File: config.mk
export PLATFORM = sky130hd
export DESIGN_NAME = ahbq_slave_front
export DESIGN_NICKNAME = d
export VERILOG_FILES = /design/src/rtl/ahbq_pkg.sv /design/src/rtl/ahbq_qualify.sv /design/src/rtl/ahbq_regbank.sv /design/src/rtl/ahbq_slave_front.sv
export SDC_FILE = /design/constraint.sdc
export NUM_CORES = 1
export LEC_CHECK = 0
export BUFFER_PORTS_ARGS = -buffer_cell sky130_fd_sc_hd__buf_4
export CORE_MARGIN = 1
export CORE_UTILIZATION = 53
export DETAILED_ROUTE_END_ITERATION = 8
export PLACE_DENSITY = 0.84
export SLEW_MARGIN = 20
export SYNTH_ARGS = -nofsm -noshare
export SYNTH_HDL_FRONTEND = slang
export SYNTH_HIERARCHICAL = 1
export SYNTH_SLANG_ARGS = --single-unit
File: constraint.sdc
create_clock -name clk_i -period 2.4 [get_ports clk_i]
set_input_delay 0.24 -clock clk_i [delete_from_list [all_inputs] [get_ports clk_i]]
set_output_delay 0.24 -clock clk_i [all_outputs]
set_load 0.005 [all_outputs]
File: src/rtl/ahbq_pkg.sv
package ahbq_pkg;
    typedef enum logic [1:0] {
        TR_IDLE   = 2'b00,
        TR_BUSY   = 2'b01,
        TR_NONSEQ = 2'b10,
        TR_SEQ    = 2'b11
    } trans_e;

    localparam logic [2:0] SZ_WORD  = 3'b010;
    localparam logic       RSP_OKAY = 1'b0;
endpackage

File: src/rtl/ahbq_qualify.sv
module ahbq_qualify
    import ahbq_pkg::*;
(
    input  logic       sel_i,
    input  logic [1:0] trans_i,
    input  logic [2:0] size_i,
    input  logic       ready_i,
    output logic       take_o
);
    trans_e tr;
    logic   real_xfer;

    always_comb begin
        tr        = trans_e'(trans_i);
        real_xfer = (tr == TR_NONSEQ) || (tr == TR_SEQ);
        take_o    = ready_i && sel_i && real_xfer && (size_i == SZ_WORD);
    end
endmodule

File: src/rtl/ahbq_regbank.sv
module ahbq_regbank #(
    parameter int DATA_W = 32,
    parameter int NWORDS = 4,
    localparam int IW    = $clog2(NWORDS)
) (
    input  logic              clk_i,
    input  logic              rst_ni,
    input  logic              we_i,
    input  logic [IW-1:0]     widx_i,
    input  logic [DATA_W-1:0] wdata_i,
    input  logic [IW-1:0]     ridx_i,
    output logic [DATA_W-1:0] rdata_o
);
    logic [DATA_W-1:0] word_d [NWORDS];
    logic [DATA_W-1:0] word_q [NWORDS];

    for (genvar g = 0; g < NWORDS; g++) begin : g_word
        always_comb begin
            word_d[g] = word_q[g];
            if (we_i && (widx_i == IW'(g)))
                word_d[g] = wdata_i;
        end

        always_ff @(posedge clk_i or negedge rst_ni) begin
            if (!rst_ni) word_q[g] <= '0;
            else         word_q[g] <= word_d[g];
        end
    end

    assign rdata_o = word_q[ridx_i];
endmodule

File: src/rtl/ahbq_slave_front.sv
module ahbq_slave_front
    import ahbq_pkg::*;
#(
    parameter int ADDR_W = 12,
    parameter int DATA_W = 32,
    parameter int NWORDS = 4
) (
    input  logic              clk_i,
    input  logic              rst_ni,
    input  logic              sel_i,
    input  logic [ADDR_W-1:0] addr_i,
    input  logic              write_i,
    input  logic [1:0]        trans_i,
    input  logic [2:0]        size_i,
    input  logic              ready_i,
    input  logic [DATA_W-1:0] wdata_i,
    output logic [DATA_W-1:0] rdata_o,
    output logic              readyout_o,
    output logic              resp_o
);
    localparam int IW      = $clog2(NWORDS);
    localparam int IDX_LSB = $clog2(DATA_W / 8);

    typedef struct packed {
        logic          act;
        logic          wr;
        logic [IW-1:0] idx;
    } dphase_t;

    dphase_t           ph_d, ph_q;
    logic              take;
    logic              commit;
    logic [DATA_W-1:0] bank_rd;
    logic              unused_addr_bits;

    assign unused_addr_bits = ^{addr_i[IDX_LSB-1:0], addr_i[ADDR_W-1:IDX_LSB+IW]};

    ahbq_qualify u_qual (
        .sel_i   (sel_i),
        .trans_i (trans_i),
        .size_i  (size_i),
        .ready_i (ready_i),
        .take_o  (take)
    );

    always_comb begin
        ph_d   = ph_q;
        commit = ph_q.act && ph_q.wr && ready_i;
        if (ready_i) begin
            ph_d.act = take;
            ph_d.wr  = write_i;
            ph_d.idx = addr_i[IDX_LSB +: IW];
        end
    end

    always_ff @(posedge clk_i or negedge rst_ni) begin
        if (!rst_ni) ph_q <= '0;
        else         ph_q <= ph_d;
    end

    ahbq_regbank #(.DATA_W(DATA_W), .NWORDS(NWORDS)) u_bank (
        .clk_i   (clk_i),
        .rst_ni  (rst_ni),
        .we_i    (commit),
        .widx_i  (ph_q.idx),
        .wdata_i (wdata_i),
        .ridx_i  (ph_q.idx),
        .rdata_o (bank_rd)
    );

    assign rdata_o    = (ph_q.act && !ph_q.wr) ? bank_rd : '0;
    assign readyout_o = 1'b1;
    assign resp_o     = RSP_OKAY;


    idle_no_act_chk: assert property (@(posedge clk_i) disable iff (!rst_ni)
        (ready_i && sel_i && trans_i == 2'b00) |=> !ph_q.act);


    busy_no_act_chk: assert property (@(posedge clk_i) disable iff (!rst_ni)
        (ready_i && sel_i && trans_i == 2'b01) |=> !ph_q.act);


    stall_hold_chk: assert property (@(posedge clk_i) disable iff (!rst_ni)
        !ready_i |=> $stable(ph_q));


    size_no_act_chk: assert property (@(posedge clk_i) disable iff (!rst_ni)
        (ready_i && size_i != SZ_WORD) |=> !ph_q.act);


    unsel_no_act_chk: assert property (@(posedge clk_i) disable iff (!rst_ni)
        (ready_i && !sel_i) |=> !ph_q.act);


    write_lands_chk: assert property (@(posedge clk_i) disable iff (!rst_ni)
        (ph_q.act && ph_q.wr && ready_i) |=>
            (u_bank.word_q[$past(ph_q.idx)] == $past(wdata_i)));


    rdata_zero_chk: assert property (@(posedge clk_i) disable iff (!rst_ni)
        !(ph_q.act && !ph_q.wr) |-> (rdata_o == '0));
endmodule

==> reports/qor.yml, run 1 <==
routing:
  wl_per_cell_um: 20.89
  num_vias: 3521
  drtIter0Drc: 142
  viasPerCell: 5.839
  drc: 0
  detail-route-antenna-nets: 0
  wl_um: 12600
  first_pass_iters: 4
sta:
  fin_skew_ns: 0.005441
  period_share_pct: 93.07
  hold_viol: 0
  grt_setup_unrepaired: "no"
  slew_violations: 0
  final.min_clock_period_ns: 2.234
  fin_tns_setup_ns: 0
  fmax_mhz: 447.7
  setup_viol: 0
yosys:
  synth_area_per_cell_um2: 16.56
  synth_cells: 364
  synth-seq-cells: 132
  yosysWarnings: 6
  ys_types: 16
  syn-num-nets: 418
  yosysSeqAreaShare_pct: 54.81
  netlist_area_um2: 6027
placement:
  dpl-instance-area_um2: 6784
  place_hpwl_um: 7651
  gp_congestion: 0.7304
  port_buffers: 74
global_route:
  grt_max_degree: 74
  antenna_found_initial: 0
  overflow: 0
  track_usage_pct: 23.74
  grt_pass1_vias: 3793
  grt_pass1_wl_um: 20160
critical_path:
  arrival_ns: 1.99
  end_kind: "output pin"
  path_class: "reg -> out"
  cp-start-kind: "flip-flop"
  path_max_fanout: 18
  crit_required_ns: 2.16
floorplan:
  die_w_um: 108.6
  die_h_um: 108.6
  pin_count: 88
  placementRows: 38
  die-area_um2: 11800
  core-area_um2: 10980
  start_util_pct: 54.88
run:
  maxCapViolCount: 0
clock_network:
  clockRootBuffer: "clkbuf_16"
  htree_levels: 4
  clock_path_buffers: 2
  cts_buffers: 17
  cts_tree: "done"
  path_clk_slew_ns: 0.05
  cts_sinks: 132
  clkLatencyLatePin_ns: 0.42
power:
  cellLeakagePower_nw: 3.870
  switching_share_pct: 21.07
  power_frac_seq_pct: 43.4
  intPower_mw: 4.297
  p_switching_mw: 1.147
  cellPowerDensity_nw_per_um2: 731.5
  comb_power_share_pct: 7.4
  ir_worst_vdd_uv: 491.9
  p_clk_share_pct: 49.2
cells_and_area:
  fin_area_um2: 7442
  diodes: 0
  areaGrowthSynthToFinish_pct: 23.48
  drive_gt1_share_pct: 63.07
  nNetsFinal: 504
min_path:
  hold_class: "in -> reg"
status:
  status: "complete, no violations"
## synth_stat cells (all sizes together)
master / n / area, um2
mux4: 32 / 720.7
dfrtp: 132 / 3303
nor3b: 1 / 12.51
and3: 2 / 12.51
buf: 27 / 170.2
and3b: 32 / 284.0
nand3b: 2 / 15.01
nor4bb: 1 / 10.01
conb: 2 / 7.510
mux2: 132 / 1486
nand3: 1 / 5.000
## repair_timing
action	4_1_cts	5_1_grt
gates resized for setup	1	0
hold buffers	1	0
buffers inserted	0	3
endpoints found under the hold margin	23	0
endpoints found under the setup margin	2	2
## power groups by stage
| stage | combinational (mW) | sequential (mW) | clock, mW |
|---|---|---|---|
| floorplan | 0.223 | 2.38 | 0 |
| global placement | 0.382 | 2.39 | 0 |
| detailed placement | 0.396 | 2.40 | 0 |
| CTS | 0.399 | 2.36 | 2.72 |
| global route | 0.442 | 2.37 | 2.82 |
| finish | 0.404 | 2.36 | 2.68 |
## path summary, 6_finish.rpt
check	startpoint	to	slack [ns]	depth (start not counted)
worst min-delay path	write_i	ph_q[2]	0.06	2
worst min register to register	u_bank/word_q[120]	u_bank/word_q[120]	0.49	1
min in group asynchronous	rst_ni	u_bank/word_q[4]	0.28	2
worst max register to register	ph_q[0]	u_bank/word_q[119]	0.51	4
max in group asynchronous	rst_ni	ph_q[0]	1.31	3
worst max-delay path	ph_q[0]	rdata_o[2]	0.17	4
## cells in the final DEF (no fill, tap or decap)
cell type      instances
mux2_2               130
dfrtp_1              130
buf_4                 88
mux4_2                32
and3b_1               29
clkbuf_16             17
clkbuf_8               5
buf_12                 5
and3b_2                3
bufinv_16              3
clkinv_2               3
and3_1                 2
conb_1                 2
clkbuf_1               2
nand3b_1               2
mux2_1                 2
clkinv_4               1
clkinvlp_4             1
dlygate4sd3_1          1
dfrtp_4                1
dfrtp_2                1
nor3b_4                1
nand3_2                1
nor4bb_1               1
## per-stage QoR
step	total power [mW]	setup slack, ns	std cells	hold slack [ns]	utilization (%)
3_5_place_dp	2.796	0.4183	567	0.1660	61.77
6_report	5.444	0.1663	603	0.06337	67.76
5_1_grt	5.631	0.09705	603	0.05102	67.76
4_1_cts	5.481	0.03302	600	0.04864	67.56
2_1_floorplan	2.602	0.6563	364	-0.05559	-
3_3_place_gp	2.774	0.4541	567	0.1544	61.77
## layer usage
metal  GRT usage, %  wire [um]
met2          38.92       6479
met5              0          0
met4          9.266        113
met1          30.55       5533
met3          5.918        471
## critical path, stage by stage (launching register included)
cell	delay, ns
dfrtp_4	0.49
buf_12	0.21
mux4_2	0.52
and3b_1	0.21
buf_4	0.14
## sequential cells by signal (all words and copies together), names as in the netlist
name,cells
ph_q,4
u_bank/word_q,128
## cell families after synthesis
group,count (synthesis),synth area share (%)
buffers and inverters,27,2.823
muxes,164,36.62
DFF,132,54.81
other,2,0.1246
and+or+nand+nor,39,5.626
## cell type report
cell class	count	area [um2]
tap	140	175.2
multi-input combinational	205	2565
fill	739	3541
clock buffer	24	501.7
timing repair buffer	94	770.7
sequential	132	3308
clock inverter	8	121.4
Note: power is estimated with default switching activity, not from simulation.
==> run 2, diff against run 1 <==
- CELL_PAD_IN_SITES_DETAIL_PLACEMENT: unset -> 0
- CELL_PAD_IN_SITES_GLOBAL_PLACEMENT: unset -> 1
- CORE_UTILIZATION: 53 -> 48
- PLACE_DENSITY: 0.84 -> 0.89
==> reports/qor.yml, run 2 (synthesis gave the netlist of run 1 again) <==
status:
  status: "complete, no violations"
routing:
  wl_per_cell_um: 19.59
  first_pass_iters: 4
  drtIter0Drc: 174
  viasPerCell: 5.514
  detail-route-antenna-nets: 0
  drc: 0
  wl_um: 12380
  num_vias: 3485
placement:
  place_hpwl_um: 7756
  pre_cts_slack_ns: 0.4590
  gp_congestion: 0.7210
  port_buffers: 74
critical_path:
  r2r-start: "ph_q[1]"
  path_class: "reg -> out"
  arrival_ns: 2.00
  startpoint: "ph_q[1]"
  critPathTopFamily: "flip-flops"
  crit_required_ns: 2.16
  cp-start-kind: "flip-flop"
  cp_num_cells: 4
  cp-endpoint: "rdata_o[16]"
  critPathSlowestCell: "dfrtp_4"
  path_buf_inv: 2
  path_max_fanout: 20
  crit_top_cell: "buf_4"
  rr_worst_depth: 4
  worstPathCellList: "buf_4, mux4_2, and3b_1, buf_4"
  end_kind: "output pin"
  crit_path_max_incr_delay_ns: 0.62
  timing.reg2reg.setup_slack_ns: 0.56
  r2r_end: "u_bank/word_q[63]"
clock_network:
  cts_tree: "done"
  cts_buffers: 17
  htree_levels: 4
  clkLatencyLatePin_ns: 0.42
  cts_sinks: 132
  path_clk_slew_ns: 0.06
  clock_path_buffers: 2
  clockRootBuffer: "clkbuf_16"
cells_and_area:
  largest_reg_flops: 128
  post-route-util_pct: 61.03
  drive_gt1_share_pct: 63.15
  diodes: 0
  reg_top3: "u_bank/word_q: 128 flops, ph_q: 4 flops"
  final_cell_mix: "130 x mux2_2, 130 x dfrtp_1, 91 x buf_4, 32 x mux4_2, 29 x and3b_1"
  areaGrowthSynthToFinish_pct: 22.65
  nNetsFinal: 505
  largest_register: "u_bank/word_q"
  nFillCells: 926
floorplan:
  pin_count: 88
  start_util_pct: 49.76
  die_h_um: 114.1
  die-area_um2: 13010
  placementRows: 40
  die_w_um: 114.1
  core-area_um2: 12110
power:
  ir_worst_vdd_uv: 583.1
  cellLeakagePower_nw: 3.817
  cellPowerDensity_nw_per_um2: 697.8
sta:
  layout_setup_ws_ns: 0.1629
  setup_viol: 0
  slew_violations: 0
  grt_setup_unrepaired: "no"
  fin_skew_ns: 0.009014
  fin_hold_ws_ns: 0.06274
  fin_tns_setup_ns: 0
  final.min_clock_period_ns: 2.237
  hold_viol: 0
  fmax_mhz: 447.0
  period_share_pct: 93.21
run:
  maxCapViolCount: 0
global_route:
  antenna_found_initial: 0
  track_usage_pct: 21.23
  grt_max_degree: 69
  grt_pass1_wl_um: 20420
  grt_pass1_vias: 3781
  overflow: 0
min_path:
  hold_class: "in -> reg"
==> run 2: cell types whose count changed in the layout (fill, tap and decap cells not counted), sizes merged <==
cell and change:
clkinvlp +4, bufinv -2, clkbuf -4, clkinv +2, buf +1
==> run 2: stage by stage <==
stage	instance area [um2]	total power, mW	std cells
4_1_cts	7367	5.209	629
6_report	7392	5.158	632
3_3_place_gp	6802	2.775	596
2_1_floorplan	6027	2.602	364
3_5_place_dp	6802	2.796	596
5_1_grt	7392	5.364	632
==> run 2: how the worst min path moves through the flow <==
| stage | from | end | cells past startpoint |
|---|---|---|---|
| final | wdata_i[25] | u_bank/word_q[121] | 2 |
| after global routing | wdata_i[25] | u_bank/word_q[121] | 2 |
| after CTS | wdata_i[25] | u_bank/word_q[121] | 2 |
| after detailed placement | rst_ni | u_bank/word_q[100] | 1 |
| after global placement | rst_ni | u_bank/word_q[68] | 1 |
| after floorplan | rst_ni | ph_q[0] | 0 |
==> run 2: layer usage <==
metal	share of wire [%]	global-route usage, %	vias to the layer above
met1	45	28.60	1846
li1	-	-	1543
met4	0.84	5.974	0
met5	0	0	-
met3	3.9	6.247	11
met2	50	33.78	85
==> run 2: what timing repair did <==
action / in CTS / in global routing
endpoints found under the hold margin: 36 / 0
resized for setup: 0 / 1
endpoints found under the setup margin: 0 / 11
hold buffers: 1 / 0
setup buffers: 0 / 3
==> run 2: cell type report <==
| type | count | area, um2 | share of cell area [%] |
|---|---|---|---|
| Clock buffer | 20 | 446.7 | 6.043 |
| Clock inverter | 12 | 108.9 | 1.473 |
| Multi-Input combinational cell | 205 | 2565 | 34.70 |
| Sequential cell | 132 | 3308 | 44.75 |
| Tap cell | 168 | 210.2 | 2.844 |
| Timing Repair Buffer | 95 | 753.2 | 10.19 |
==> run 2: report_power, final <==
part	switching, mW	internal [mW]	leakage (nW)
combinational	0.176	0.217	1.73
sequential	0.0570	2.31	1.82
clock	0.951	1.45	0.258
==> run 3, diff against run 2 <==
- ABC_AREA: unset -> 0
- BUFFER_PORTS_ARGS: -buffer_cell sky130_fd_sc_hd__buf_4 -> -buffer_cell sky130_fd_sc_hd__buf_2
- clock period: 2.4 -> 2.5 ns (I/O delays scaled with it)
==> reports/qor.yml, run 3 (synthesis gave the netlist of run 1 again) <==
sta:
  hold_viol: 0
  fin_skew_ns: 0.007160
  period_share_pct: 93.38
  fmax_mhz: 428.4
  setup_viol: 0
  worst_pin_slew_ns: 0.5079
  slew-limit-headroom_pct: 66.14
  final.min_clock_period_ns: 2.335
  fin_tns_setup_ns: 0
  grt_setup_unrepaired: "no"
  slew_violations: 0
  fin_hold_ws_ns: 0.07541
power:
  cellLeakagePower_nw: 3.799
  cellPowerDensity_nw_per_um2: 690.0
  ir_worst_vdd_uv: 515.7
clock_network:
  clock_path_buffers: 2
  htree_levels: 4
  cts_buffers: 17
  cts_sinks: 132
  clockRootBuffer: "clkbuf_16"
  path_clk_slew_ns: 0.05
  cts_tree: "done"
  clkLatencyLatePin_ns: 0.40
placement:
  placed_cells: 598
  port_buffers: 74
  gp_congestion: 0.7224
  place_hpwl_um: 8046
routing:
  drtIter0Drc: 161
  wl_um: 12200
  viasPerCell: 5.487
  num_vias: 3462
  detail-route-antenna-nets: 0
  first_pass_iters: 4
  drc: 0
  wl_per_cell_um: 19.33
min_path:
  min_to: "ph_q[1]"
  hold_class: "in -> reg"
  hp-start: "addr_i[3]"
  whs_path_depth: 2
global_route:
  overflow: 0
  grt_pass1_wl_um: 20040
  track_usage_pct: 20.89
  grt_max_degree: 70
  grt_pass1_vias: 3841
  antenna_found_initial: 0
critical_path:
  path_class: "reg -> out"
  r2r_end: "u_bank/word_q[67]"
  r2r-start: "ph_q[1]"
  crit_path_max_incr_delay_ns: 0.67
  worstPathCellList: "buf_4, mux4_2, and3b_1, buf_2"
  critPathSlowestCell: "dfrtp_2"
  cp-start-kind: "flip-flop"
  rr_worst_depth: 4
  path_buf_inv: 2
  crit_required_ns: 2.25
  end_kind: "output pin"
  timing.reg2reg.setup_slack_ns: 0.59
  critPathTopFamily: "flip-flops"
  path_max_fanout: 18
  arrival_ns: 2.08
run:
  maxCapViolCount: 0
cells_and_area:
  post-route-util_pct: 59.51
  seq_area_um2: 3308
  largest_register: "u_bank/word_q"
  nFillCells: 950
  multi_input_area_um2: 2565
  diodes: 0
  reg_top3: "u_bank/word_q: 128 flops, ph_q: 4 flops"
  areaGrowthSynthToFinish_pct: 19.60
  final_cell_mix: "130 x mux2_2, 130 x dfrtp_1, 73 x buf_2, 32 x mux4_2, 29 x and3b_1"
  instances_no_fill: 631
  drive_gt1_share_pct: 62.20
  largest_reg_flops: 128
  nNetsFinal: 504
status:
  status: "complete, no violations"
floorplan:
  core-area_um2: 12110
  placementRows: 40
  die_h_um: 114.1
  die_w_um: 114.1
  start_util_pct: 49.76
  pin_count: 88
  die-area_um2: 13010
==> run 3: changes by cell type in the layout (fill, tap and decap cells not counted), sizes merged <==
cell	before	now
buf	94	93
clkbuf	20	29
clkinv	6	2
clkinvlp	5	0
==> run 3: what timing repair did <==
action                                 CTS  global route
hold buffers                             1             0
setup endpoints to repair                6             2
cloned                                   0             0
resized for setup                        1             1
endpoints found under the hold margin   35             0
buffers inserted                         0             0
pin swaps                                0             0
==> run 3: worst max-delay path by stage <==
stage,start,endpoint,slack [ns],cells after the start
CTS,ph_q[0],rdata_o[21],0.05,4
floorplan,ph_q[0],rdata_o[0],0.75,4
finish,ph_q[1],rdata_o[2],0.17,4
detailed placement,ph_q[0],rdata_o[21],0.43,4
global placement,ph_q[0],rdata_o[29],0.45,4
global route,ph_q[0],rdata_o[21],0.08,4
==> run 3: layer usage <==
layer | routed length [um] | GRT usage [%]
met5 | 0 | 0
met4 | 106 | 6.494
met2 | 6257 | 35.23
met3 | 516 | 5.241
met1 | 5316 | 26.68
==> run 3: power breakdown <==
part	leakage (nW)	switching (mW)	total (mW)	internal (mW)
combinational	1.69	0.160	0.343	0.183
clock	0.282	0.826	2.35	1.52
sequential	1.82	0.0599	2.28	2.22
==> run 3: metrics by stage <==
stage | power [mW] | area [um2] | setup slack [ns]
6_report | 4.973 | 7208 | 0.1655
5_1_grt | 5.169 | 7208 | 0.07768
4_1_cts | 5.030 | 7204 | 0.05324
3_5_place_dp | 2.663 | 6621 | 0.4292
3_3_place_gp | 2.643 | 6621 | 0.4509
2_1_floorplan | 2.498 | 6027 | 0.7463
==> run 3: final cells by class <==
| cell class | count | share of cell area [%] |
|---|---|---|
| sequential | 132 | 45.89 |
| multi-input combinational | 205 | 35.58 |
| timing repair buffer | 94 | 7.690 |
| clock buffer | 29 | 7.360 |
| tap | 168 | 2.916 |
| clock inverter | 3 | 0.5555 |
